## src/rtl/shf_pkg.sv

```systemverilog
package shf_pkg;
    parameter int DW     = 16;
    parameter int BW     = 8;
    parameter int CIN_W  = 8;
    parameter int CNT_W  = 5;
    parameter int NFLAG  = 5;

    typedef enum logic {SH_LEFT = 1'b0, SH_SAR = 1'b1} shop_e;
    typedef logic [DW-1:0] dword_t;

    // packed order sets the mask bit positions: cry at bit 0, ovf at bit 4
    typedef struct packed {
        logic ovf;
        logic sgn;
        logic zro;
        logic par;
        logic cry;
    } flags_t;

    function automatic logic top_bit(dword_t v, logic wide);
        return wide ? v[DW-1] : v[BW-1];
    endfunction

    function automatic dword_t fit(dword_t v, logic wide);
        return wide ? v : {{(DW-BW){1'b0}}, v[BW-1:0]};
    endfunction

    function automatic logic even_par(logic [BW-1:0] b);
        return ~^b;
    endfunction
endpackage

```

## src/rtl/shf_ctrl.sv

```systemverilog
module shf_ctrl
    import shf_pkg::*;
#(
    parameter int CW = CNT_W
) (
    input  logic          clk,
    input  logic          rst,
    input  logic          start,
    input  logic [CW-1:0] cnt_in,
    output logic          busy,
    output logic          load,
    output logic          step_en,
    output logic          finish,
    output logic          single,
    output logic          nonzero
);
    logic [CW-1:0] left_q;

    assign load    = start && !busy;
    assign step_en = busy && (left_q != '0);
    assign finish  = busy && (left_q == '0);

    always_ff @(posedge clk) begin
        if (rst) begin
            busy    <= 1'b0;
            left_q  <= '0;
            single  <= 1'b0;
            nonzero <= 1'b0;
        end else if (load) begin
            busy    <= 1'b1;
            left_q  <= cnt_in;
            single  <= (cnt_in == CW'(1));
            nonzero <= (cnt_in != '0);
        end else if (step_en) begin
            left_q  <= left_q - 1'b1;
        end else if (finish) begin
            busy    <= 1'b0;
        end
    end
endmodule

```

## src/rtl/shf_step.sv

```systemverilog
module shf_step
    import shf_pkg::*;
(
    input  logic   clk,
    input  logic   rst,
    input  logic   load,
    input  logic   step_en,
    input  dword_t operand,
    input  logic   wide_in,
    input  shop_e  op_in,
    output dword_t work,
    output logic   cry,
    output logic   wide,
    output shop_e  op
);
    logic   sgn;
    dword_t nxt;
    logic   outbit;

    always_comb begin
        if (op == SH_LEFT) begin
            outbit = top_bit(work, wide);
            nxt    = fit({work[DW-2:0], 1'b0}, wide);
        end else begin
            outbit = work[0];
            if (wide) nxt = {sgn, work[DW-1:1]};
            else      nxt = {{(DW-BW){1'b0}}, sgn, work[BW-1:1]};
        end
    end

    always_ff @(posedge clk) begin
        if (rst) begin
            work <= '0;
            cry  <= 1'b0;
            wide <= 1'b0;
            op   <= SH_LEFT;
            sgn  <= 1'b0;
        end else if (load) begin
            work <= fit(operand, wide_in);
            wide <= wide_in;
            op   <= op_in;
            sgn  <= top_bit(operand, wide_in);
            cry  <= 1'b0;
        end else if (step_en) begin
            work <= nxt;
            cry  <= outbit;
        end
    end
endmodule

```

## src/rtl/shf_flags.sv

```systemverilog
module shf_flags
    import shf_pkg::*;
(
    input  dword_t work,
    input  logic   cry,
    input  logic   wide,
    input  shop_e  op,
    input  logic   single,
    input  logic   nonzero,
    output flags_t val,
    output flags_t wr
);
    logic hi;

    always_comb begin
        hi      = top_bit(work, wide);
        val.cry = cry;
        val.sgn = hi;
        val.zro = (fit(work, wide) == '0);
        val.par = even_par(work[BW-1:0]);
        val.ovf = (op == SH_LEFT) ? (hi ^ cry) : 1'b0;

        wr = '0;
        if (nonzero) begin
            wr.cry = 1'b1;
            wr.par = 1'b1;
            wr.zro = 1'b1;
            wr.sgn = 1'b1;
            wr.ovf = (op == SH_SAR) || single;
        end
    end
endmodule

```

## src/rtl/iter_shift_unit.sv

```systemverilog
module iter_shift_unit
    import shf_pkg::*;
(
    input  logic             clk,
    input  logic             rst,
    input  logic             start,
    input  logic [DW-1:0]    operand,
    input  logic             is_word,
    input  logic             op_sar,
    input  logic [CIN_W-1:0] count,
    output logic [DW-1:0]    result,
    output logic             cf,
    output logic             of,
    output logic             sf,
    output logic             zf,
    output logic             pf,
    output logic [NFLAG-1:0] flag_wr,
    output logic             done
);
    logic   busy, load, step_en, finish, single, nonzero;
    dword_t work;
    logic   cry, wide;
    shop_e  op;
    flags_t fval, fwr;

    logic [NFLAG-1:0] val_v, wr_v, flg_q, wr_q;
    dword_t           res_q;
    logic             done_q;
    logic             unused_cnt_hi;

    assign unused_cnt_hi = ^count[CIN_W-1:CNT_W];

    shf_ctrl #(.CW(CNT_W)) u_ctrl (
        .clk(clk), .rst(rst), .start(start), .cnt_in(count[CNT_W-1:0]),
        .busy(busy), .load(load), .step_en(step_en), .finish(finish),
        .single(single), .nonzero(nonzero)
    );

    shf_step u_step (
        .clk(clk), .rst(rst), .load(load), .step_en(step_en),
        .operand(operand), .wide_in(is_word),
        .op_in(op_sar ? SH_SAR : SH_LEFT),
        .work(work), .cry(cry), .wide(wide), .op(op)
    );

    shf_flags u_flags (
        .work(work), .cry(cry), .wide(wide), .op(op),
        .single(single), .nonzero(nonzero), .val(fval), .wr(fwr)
    );

    assign val_v = fval;
    assign wr_v  = fwr;

    for (genvar i = 0; i < NFLAG; i++) begin : g_flag
        always_ff @(posedge clk) begin
            if (rst)                   flg_q[i] <= 1'b0;
            else if (finish && wr_v[i]) flg_q[i] <= val_v[i];
        end
    end

    always_ff @(posedge clk) begin
        if (rst) begin
            res_q  <= '0;
            wr_q   <= '0;
            done_q <= 1'b0;
        end else begin
            done_q <= finish;
            if (finish) begin
                res_q <= work;
                wr_q  <= wr_v;
            end
        end
    end

    assign result  = res_q;
    assign flag_wr = wr_q;
    assign done    = done_q;
    assign cf      = flg_q[0];
    assign pf      = flg_q[1];
    assign zf      = flg_q[2];
    assign sf      = flg_q[3];
    assign of      = flg_q[4];
endmodule

```

## config.mk

```make
export PLATFORM = sky130hd
export DESIGN_NAME = iter_shift_unit
export DESIGN_NICKNAME = d
export VERILOG_FILES = /design/src/rtl/shf_pkg.sv /design/src/rtl/shf_ctrl.sv /design/src/rtl/shf_step.sv /design/src/rtl/shf_flags.sv /design/src/rtl/iter_shift_unit.sv
export SDC_FILE = /design/constraint.sdc
export NUM_CORES = 1
export LEC_CHECK = 0
export BUFFER_PORTS_ARGS = -buffer_cell sky130_fd_sc_hd__buf_2
export CAP_MARGIN = 20
export CORE_ASPECT_RATIO = 0.9
export CORE_MARGIN = 10
export CORE_UTILIZATION = 33
export DETAILED_ROUTE_END_ITERATION = 12
export SETUP_SLACK_MARGIN = 0.4
export SYNTH_ARGS = -nofsm -noshare
export SYNTH_HDL_FRONTEND = slang
export SYNTH_SLANG_ARGS = --single-unit
```

## constraint.sdc

```tcl
create_clock -name clk -period 2.3 [get_ports clk]
set_input_delay 0.345 -clock clk [delete_from_list [all_inputs] [get_ports clk]]
set_output_delay 0.345 -clock clk [all_outputs]
set_load 0.005 [all_outputs]
```

Word-level counts from Yosys, hierarchy flattened
Cells that the tools add are included.

Bitwise operators: 1. $add $sub $neg: 1. Reductions and logical operators: 19. Muxes and demuxes: 18. Equal/unequal tests: 2.

Operators by type and width (count): $mux W16 (7); $logic_not A16 Y1 (1); $mux W5 (3); $reduce_bool A5 Y1 (2); $logic_and A1 B1 Y1 (8); $mux W1 (8); $reduce_xnor A8 Y1 (1); $eq A5 B1 Y1 const B (1); $logic_not A5 Y1 (1); $sub A5 B1 Y5 const B (1); $reduce_bool A2 Y1 (2); $ne A2 B2 Y1 const B (1); $reduce_and A2 Y1 (1); $reduce_or A2 Y1 (1); $logic_not A1 Y1 (1); $logic_or A1 B1 Y1 (1); $xor A1 B1 Y1 (1).

Bits in registers: 55. Bits of input ports: 29.

Logic depth before layout (Yosys ltp)
Gate-level depths: netlist of run 1.

Word-level depth: 5. Mapped depth: 7. Mapped depth without buffers: 6.

Cells and area by module
From an unflattened synthesis of run 1, not the netlist that was laid out.

Cell total of the unflattened synthesis: 296. Area, all modules: 2717.6 um2.

Modules (own cells, without submodules): shf_step (cells an instance 123, times used 1, seq. area each 400.4 um2, area each 1044.8 um2); iter_shift_unit (cells an instance 92, times used 1, seq. area each 540.5 um2, area each 1016.0 um2); shf_ctrl (cells an instance 50, times used 1, seq. area each 160.2 um2, area each 435.4 um2); shf_flags (cells an instance 31, times used 1, seq. area each 0.0 um2, area each 221.5 um2).

Worst setup path before layout of run 1
OpenSTA, ideal clock, no wires.

Path kind: flip-flop to flip-flop. Start: register u_ctrl.left_q[0]. End: register u_ctrl.left_q[1]. Arrival time: 1520 ps. Stages on the path, launching flop included: 6. Path slack: 677 ps. Library setup time: 103 ps. Data required time: 2197 ps. Cells stage by stage: dfxtp_1 > inv_1 > ha_1 > or4b_1 > and2_4 > a2111oi_2.

Cells in the longest elaborated chain, start to end: 3. Elaborated cells on any way between the ends: 6.

RTL lines: from (decl) (line shf_ctrl.sv:17) `logic [CW-1:0] left_q;`; from (signal assigned) (line shf_ctrl.sv:31) `left_q <= cnt_in;`; from (signal assigned) (line shf_ctrl.sv:35) `left_q <= left_q - 1'b1;`; $sub A5 B1 Y5 / $reduce_bool A5 Y1 (equally long branches) (line shf_ctrl.sv:35, shf_ctrl.sv:20); $mux W5 / $logic_and A1 B1 Y1 (equally long branches) (line shf_ctrl.sv:34, shf_ctrl.sv:20); $mux W5 / $reduce_bool A2 Y1 (equally long branches).

Several ways; a longest one is shown, not always the timed one. The select of a mux whose other input is x is not followed. A chain may end at the register's enable or synchronous reset.

Worst setup path in the final report of run 1
Start: register u_ctrl.left_q[0]. End: register u_step.work[6].

Cells in the longest elaborated chain, start to end: 3.

RTL lines: $reduce_bool A5 Y1 (line shf_ctrl.sv:20) `assign step_en = busy && (left_q != '0);`; $logic_and A1 B1 Y1 (line shf_ctrl.sv:20); $reduce_bool A2 Y1 (no source line); to (signal assigned) (line shf_step.sv:39) `work <= fit(operand, wide_in);`; to (signal assigned) (line shf_step.sv:45) `work <= nxt;`; to (decl) (line shf_step.sv:11) `output dword_t work,`.

Every way passes these cells.

==> impl_metrics.tcl, run 1 <==
set metrics [dict create \
    outcome "finished clean" \
    cts_tree "built" \
    finalSetupTns_ns 0 \
    setup_ws_ns 0.5221 \
    synthesis.nets 322 \
    ioPinCount 56 \
    drive_gt1_share_pct 25.75 \
    rsz0062_at_grt "false" \
    syn_inst 288 \
    dpl_worst_slack_ns 0.5388 \
    path_cells "inv_1 -> ha_2 -> or4b_1 -> and2_4 -> nand2_1 -> o22ai_1" \
    cts_buffers 5 \
    antenna_found_initial 0 \
    dieWidth_um 110.9 \
    clock-sinks 52 \
    overflow 0 \
    fin_area_mm2 0.002917 \
    nets 367 \
    synth_flop_cell "dfxtp_1" \
    p_leak_nw 1.153 \
    wl_per_cell_um 15.45 \
    ys_ff_latch 52 \
    worst_pin_slew_ns 0.5959 \
    area_growth_pct 18.87 \
    via_per_inst 5.101 \
    crit_cells 6 \
    port_buffers 52 \
    root_buffer "clkbuf_8" \
    worstHoldPathType "in2reg" \
    maxSlewHeadroom_pct 60.27 \
    grt_pass1_wl_um 11070 \
    row_count 29 \
    finalHoldWorstSlack_ns 0.2732 \
    hold_viol_final 0 \
    critical_path.top_delay_family "simple AND/OR/NAND/NOR gates" \
    antennaDiodeCount 0 \
    yosys_warnings 0 \
    cap_violations 0 \
    drtIter0Drc 125 \
    coreArea_mm2 0.007148 \
    synth_seq_area_share_pct 42.43 \
    cts_max_level 2 \
    start_util_pct 34.33 \
    chipHeight_um 101.8 \
    crit_path_end_kind "flip-flop" \
    grt_max_degree 30 \
    grt_util_all_layers_pct 11.67 \
    synthDistinctLibCells 39 \
    clk_latency_ns 0.31 \
    async_flop_share_pct 0 \
    ff2ff_path_depth 6 \
    via_count 2178 \
    finalSetupViolCount 0 \
    clkTransAtPathRegs_ns 0.10 \
    place_hpwl_um 4810 \
    synth_area_mm2 0.002454 \
    fmax_mhz 562.5 \
    first_pass_iters 4 \
    drt_wl_total_um 6596 \
    worstHoldPathCells 3 \
    slew_viol_final 0 \
    dieArea_mm2 0.01129 \
    fin_skew_ns 0.01146 \
    start_kind "flip-flop" \
    ir_worst_vdd_mv 0.2799 \
    crit_slowest_cell "or4b_1" \
    finalCritPeriodShare_pct 77.30 \
    critical_path.max_stage_delay_ns 0.48 \
    critical_path_buf_inv_count 1 \
    power_density_mw_per_mm2 722.7 \
    path_class "reg2reg" \
    place.gp.congestion 0.7897 \
    cp.arrival_ns 1.96 \
    drc 0 \
    cp_data_required_time_ns 2.48 \
    detail-route-antenna-nets 0 \
    dpl_cell_area_mm2 0.002798 \
    clock_path_buffers 2 \
    synth_edf_count 0 \
    avgSynthCellArea_um2 8.519 \
    cp_max_fo 7 \
    grt_pass1_vias 2157 \
    fin_crit_ns 1.778 \
]
cells in the final DEF, fill, tap and decap left out, drive strengths merged, types with 2 or more instances in the layout:
master | netlist | final
buf | 10 | 60
dfxtp | 52 | 52
nand2 | 49 | 49
nor2 | 31 | 31
a21oi | 29 | 29
inv | 11 | 12
mux2i | 11 | 11
a211oi | 10 | 10
mux2 | 8 | 8
a32oi | 7 | 7
o22ai | 7 | 7
a22oi | 6 | 6
clkbuf | 12 | 5
ha | 5 | 5
o21ai | 4 | 4
xnor2 | 4 | 4
a2111oi | 4 | 4
nor2b | 3 | 3
nor4 | 3 | 3
a31oi | 3 | 3
and2 | 3 | 3
nand4 | 2 | 2
nor3 | 2 | 2
or4b | 2 | 2
where the power goes:
| group | switching (W) | total [W] | leakage, nW | internal (W) |
|---|---|---|---|---|
| clock | 0.000319 | 0.000647 | 0.0548 | 0.000328 |
| combinational | 0.000225 | 0.000420 | 0.674 | 0.000195 |
| sequential | 0.0000796 | 0.00104 | 0.425 | 0.000961 |
| total | 0.000624 | 0.00211 | 1.15 | 0.00148 |
final timing paths:
check	from	endpoint	slack (ns)
max	u_ctrl.left_q[0]	u_step.work[6]	0.52
min	op_sar	u_step.op	0.27
max reg2reg	u_ctrl.left_q[0]	u_step.work[6]	0.52
min reg2reg	result[5]	result[5]	0.46
through the flow:
stage | cells | util [%] | total power (W)
floorplan | 288 | - | 0.001344
global placement | 419 | 39.14 | 0.001471
detailed placement | 419 | 39.14 | 0.001478
CTS | 427 | 40.75 | 0.002132
global route | 427 | 40.80 | 0.002227
finish | 427 | 40.80 | 0.002108
state kept, by name, summed over array words and instances (netlist names):
signal and count:
result 16, u_step.work 16, u_ctrl.left_q 5, flag_wr 2
cf 1, done 1, of 1, pf 1
sf 1, u_ctrl.busy 1, u_ctrl.nonzero 1, u_ctrl.single 1
u_step.cry 1, u_step.op 1, u_step.sgn 1, u_step.wide 1
zf 1
layout make-up:
type                    count  area [um2]
clock buffers               5       68.82
well taps                  93       116.4
inverters                  11       41.29
repair buffers             60       332.8
flip-flops and latches     52        1042
multi-input cells         203        1269
fillers                   746        4232
clock inverters             3       46.29
cell families (layout without fill, tap and decap cells):
kind of cell	count (synthesis)	after routing	share of synthesized area [%]
AND/OR/NAND/NOR	101	101	18.77
AO/OA/AOI/OAI	73	73	20.35
flip-flops	52	52	42.43
buffers and inverters	33	79	5.966
multiplexers	19	19	8.159
adder cells (fa/ha/maj)	5	5	2.550
XOR/XNOR	5	5	1.785
layer usage:
metal | up-vias | routed length, um | global-route usage (%)
li1 | 1101 | - | -
met1 | 1015 | 3314 | 15.53
met2 | 58 | 2868 | 17.80
met3 | 4 | 366 | 3.664
met4 | 0 | 46 | 3.100
met5 | - | 0 | 0
what timing repair did:
action | in CTS | in global routing
setup endpoints to repair | 0 | 6
gates resized for setup | 0 | 2
hold buffers | 0 | 0
endpoints found under the hold margin | 0 | 0
setup buffers | 0 | 0
tightest hold or removal path: cells and delay by family:
family,cells,cell delay [ns]
buffers and inverters,1,0.10
and+or+nand+nor,1,0.05
AOI/OAI and AO/OA,1,0.05
cells in the mapped netlist, types with 5 or more instances:
cell | number | area share [%]
a32oi_1 | 7 | 2.5
nand2_1 | 49 | 7.5
inv_1 | 11 | 1.7
a211oi_1 | 10 | 3.1
dfxtp_1 | 52 | 42
mux2i_1 | 11 | 4.5
buf_2 | 6 | 1.2
a21oi_1 | 28 | 5.7
clkbuf_1 | 12 | 1.8
o22ai_1 | 6 | 1.5
mux2_2 | 8 | 3.7
nor2_1 | 31 | 4.7
ha_1 | 5 | 2.5
a22oi_1 | 6 | 1.8
Note: power is estimated with default switching activity, not from simulation.
==> inputs of run 2 (changes only) <==
==> constraint.sdc (replaced) <==
create_clock -name clk -period 1.5 [get_ports clk]
set_input_delay 0.225 -clock clk [delete_from_list [all_inputs] [get_ports clk]]
set_output_delay 0.225 -clock clk [all_outputs]
set_load 0.005 [all_outputs]
==> run 2 against run 1 <==
The flow now finishes with violations (setup timing). First-iteration DRC count grew 19%. Clock-buffer cell count unchanged. Non-clock buffer count up 29. Critical path depth stayed put. Worst hold slack got worse by 0.12 ns. Combinational power rose to 2.6 times the previous value. Final cell count is 6.8% higher. Flip-flop and latch count did not move. Routed wire length is 16% higher. Die area unchanged.
==> impl_metrics.tcl, run 2 (same netlist as run 1, synthesis figures left out) <==
set metrics [dict create \
    violations "setup timing" \
    worst_pin_slew_ns 0.3465 \
    final_util_pct 50.94 \
    worstHoldPathType "in2reg" \
    maxSlewHeadroom_pct 76.58 \
    ir_worst_vdd_mv 0.6390 \
    netSwitchingFraction_pct 29.64 \
    cp_max_fo 4 \
    clock_path_buffers 2 \
    finalSetupTns_ns -0.5282 \
    fin_crit_ns 1.612 \
    rsz0062_at_grt "true" \
    antennaDiodeCount 0 \
    drive_gt1_share_pct 50.69 \
    setup_ws_ns -0.1124 \
    reg2reg_slack_ns -0.11 \
    port_buffers 52 \
    slew_viol_final 0 \
    dieArea_mm2 0.01129 \
    clk_latency_ns 0.31 \
    via_count 2384 \
    layout_common_cells "52 x buf_2, 44 x dfxtp_1, 33 x nand2_1" \
    grt_max_degree 27 \
    cap_violations 0 \
    finalCritPeriodShare_pct 107.5 \
    coreArea_mm2 0.007148 \
    start_kind "flip-flop" \
    combPwrFrac_pct 29.0 \
    cts_buffers 5 \
    detail-route-antenna-nets 0 \
    fin_skew_ns 0.006897 \
    place.gp.congestion 0.7895 \
    cts_tree "built" \
    seqCellArea_mm2 0.001054 \
    crit_path_end_kind "flip-flop" \
    first_pass_iters 4 \
    n_fill_cell 678 \
    via_per_inst 5.228 \
    finalSetupViolCount 18 \
    seq_power_share_pct 41.5 \
    root_buffer "clkbuf_8" \
    place_hpwl_um 5107 \
    drc 0 \
    p_int_w 0.002686 \
    path_class "reg2reg" \
    clock-sinks 52 \
    row_count 29 \
    power_density_mw_per_mm2 1049 \
    clkPwrFrac_pct 29.5 \
    p_sw_w 0.001132 \
    cp_data_required_time_ns 1.73 \
    area_growth_pct 48.39 \
    drt_wl_total_um 7661 \
    wl_per_cell_um 16.80 \
    p_leak_nw 1.470 \
    ioPinCount 56 \
    holdBufCountCts 0 \
    fin_area_mm2 0.003641 \
    chipHeight_um 101.8 \
    clkTransAtPathRegs_ns 0.09 \
    drtIter0Drc 149 \
    grt_pass1_wl_um 12010 \
    cts_max_level 2 \
    dpl_cell_area_mm2 0.003012 \
    cp.arrival_ns 1.84 \
    hold_viol_final 0 \
    grt_util_all_layers_pct 12.92 \
    overflow 0 \
    outcome "complete, but fails checks" \
    start_util_pct 34.33 \
    dieWidth_um 110.9 \
    antenna_found_initial 0 \
    final_common_cell "buf_2" \
    multi_input_area_mm2 0.001648 \
    finalHoldWorstSlack_ns 0.1579 \
    nets 397 \
    fmax_mhz 620.2 \
    p_total_w 0.003818 \
    grt_pass1_vias 2256 \
]
-- run 2: final cells by class --
| type | count | share of cell area (%) |
|---|---|---|
| multi-input cells | 204 | 45.26 |
| flip-flops and latches | 52 | 28.93 |
| repair buffers | 89 | 17.94 |
| well taps | 93 | 3.196 |
| clock buffers | 5 | 1.890 |
| clock inverters | 2 | 1.649 |
| inverters | 11 | 1.134 |
-- run 2: critical path: stages (launching register included) --
cell and delay (ns):
dfxtp_2 0.34, inv_2 0.06, ha_4 0.14, or4b_4 0.48, and2_4 0.20, xnor2_1 0.13, a211oi_1 0.18
-- run 2: path summary, 6_finish.rpt --
kind,depth (start not counted),start,to
max,6,u_ctrl.left_q[1],u_ctrl.left_q[0]
min,3,count[3],u_ctrl.left_q[3]
max reg2reg,6,u_ctrl.left_q[1],u_ctrl.left_q[0]
min reg2reg,2,result[8],result[8]
-- run 2: repair_timing --
item,in CTS,in global routing
endpoints found under the hold margin,0,0
setup buffers,6,2
resized for setup,42,58
pin swaps,11,30
endpoints found under the setup margin,51,53
gates cloned,2,1
-- run 2: power groups by stage --
| stage | Sequential (W) | Combinational (W) | Clock [W] |
|---|---|---|---|
| 2_1_floorplan | 0.00158 | 0.000534 | 0 |
| 3_3_place_gp | 0.00159 | 0.000795 | 0 |
| 3_5_place_dp | 0.00159 | 0.000808 | 0 |
| 4_1_cts | 0.00157 | 0.000961 | 0.00115 |
| 5_1_grt | 0.00160 | 0.00120 | 0.00121 |
| 6_report | 0.00158 | 0.00111 | 0.00113 |
-- run 2: metal layers --
layer / vias up / wire [um] / track usage, %
li1: 1169 / - / -
met1: 1141 / 3508 / 16.83
met2: 68 / 3639 / 20.74
met3: 6 / 464 / 3.842
met4: 0 / 48 / 2.700
met5: - / 0 / 0
-- run 2: through the flow --
step                      instances  setup slack [ns]
after floorplan                 288         -0.008230
after global placement          438          -0.02947
after detailed placement        438          -0.08370
after CTS                       453           -0.1022
after global routing            456           -0.1533
final                           456           -0.1124
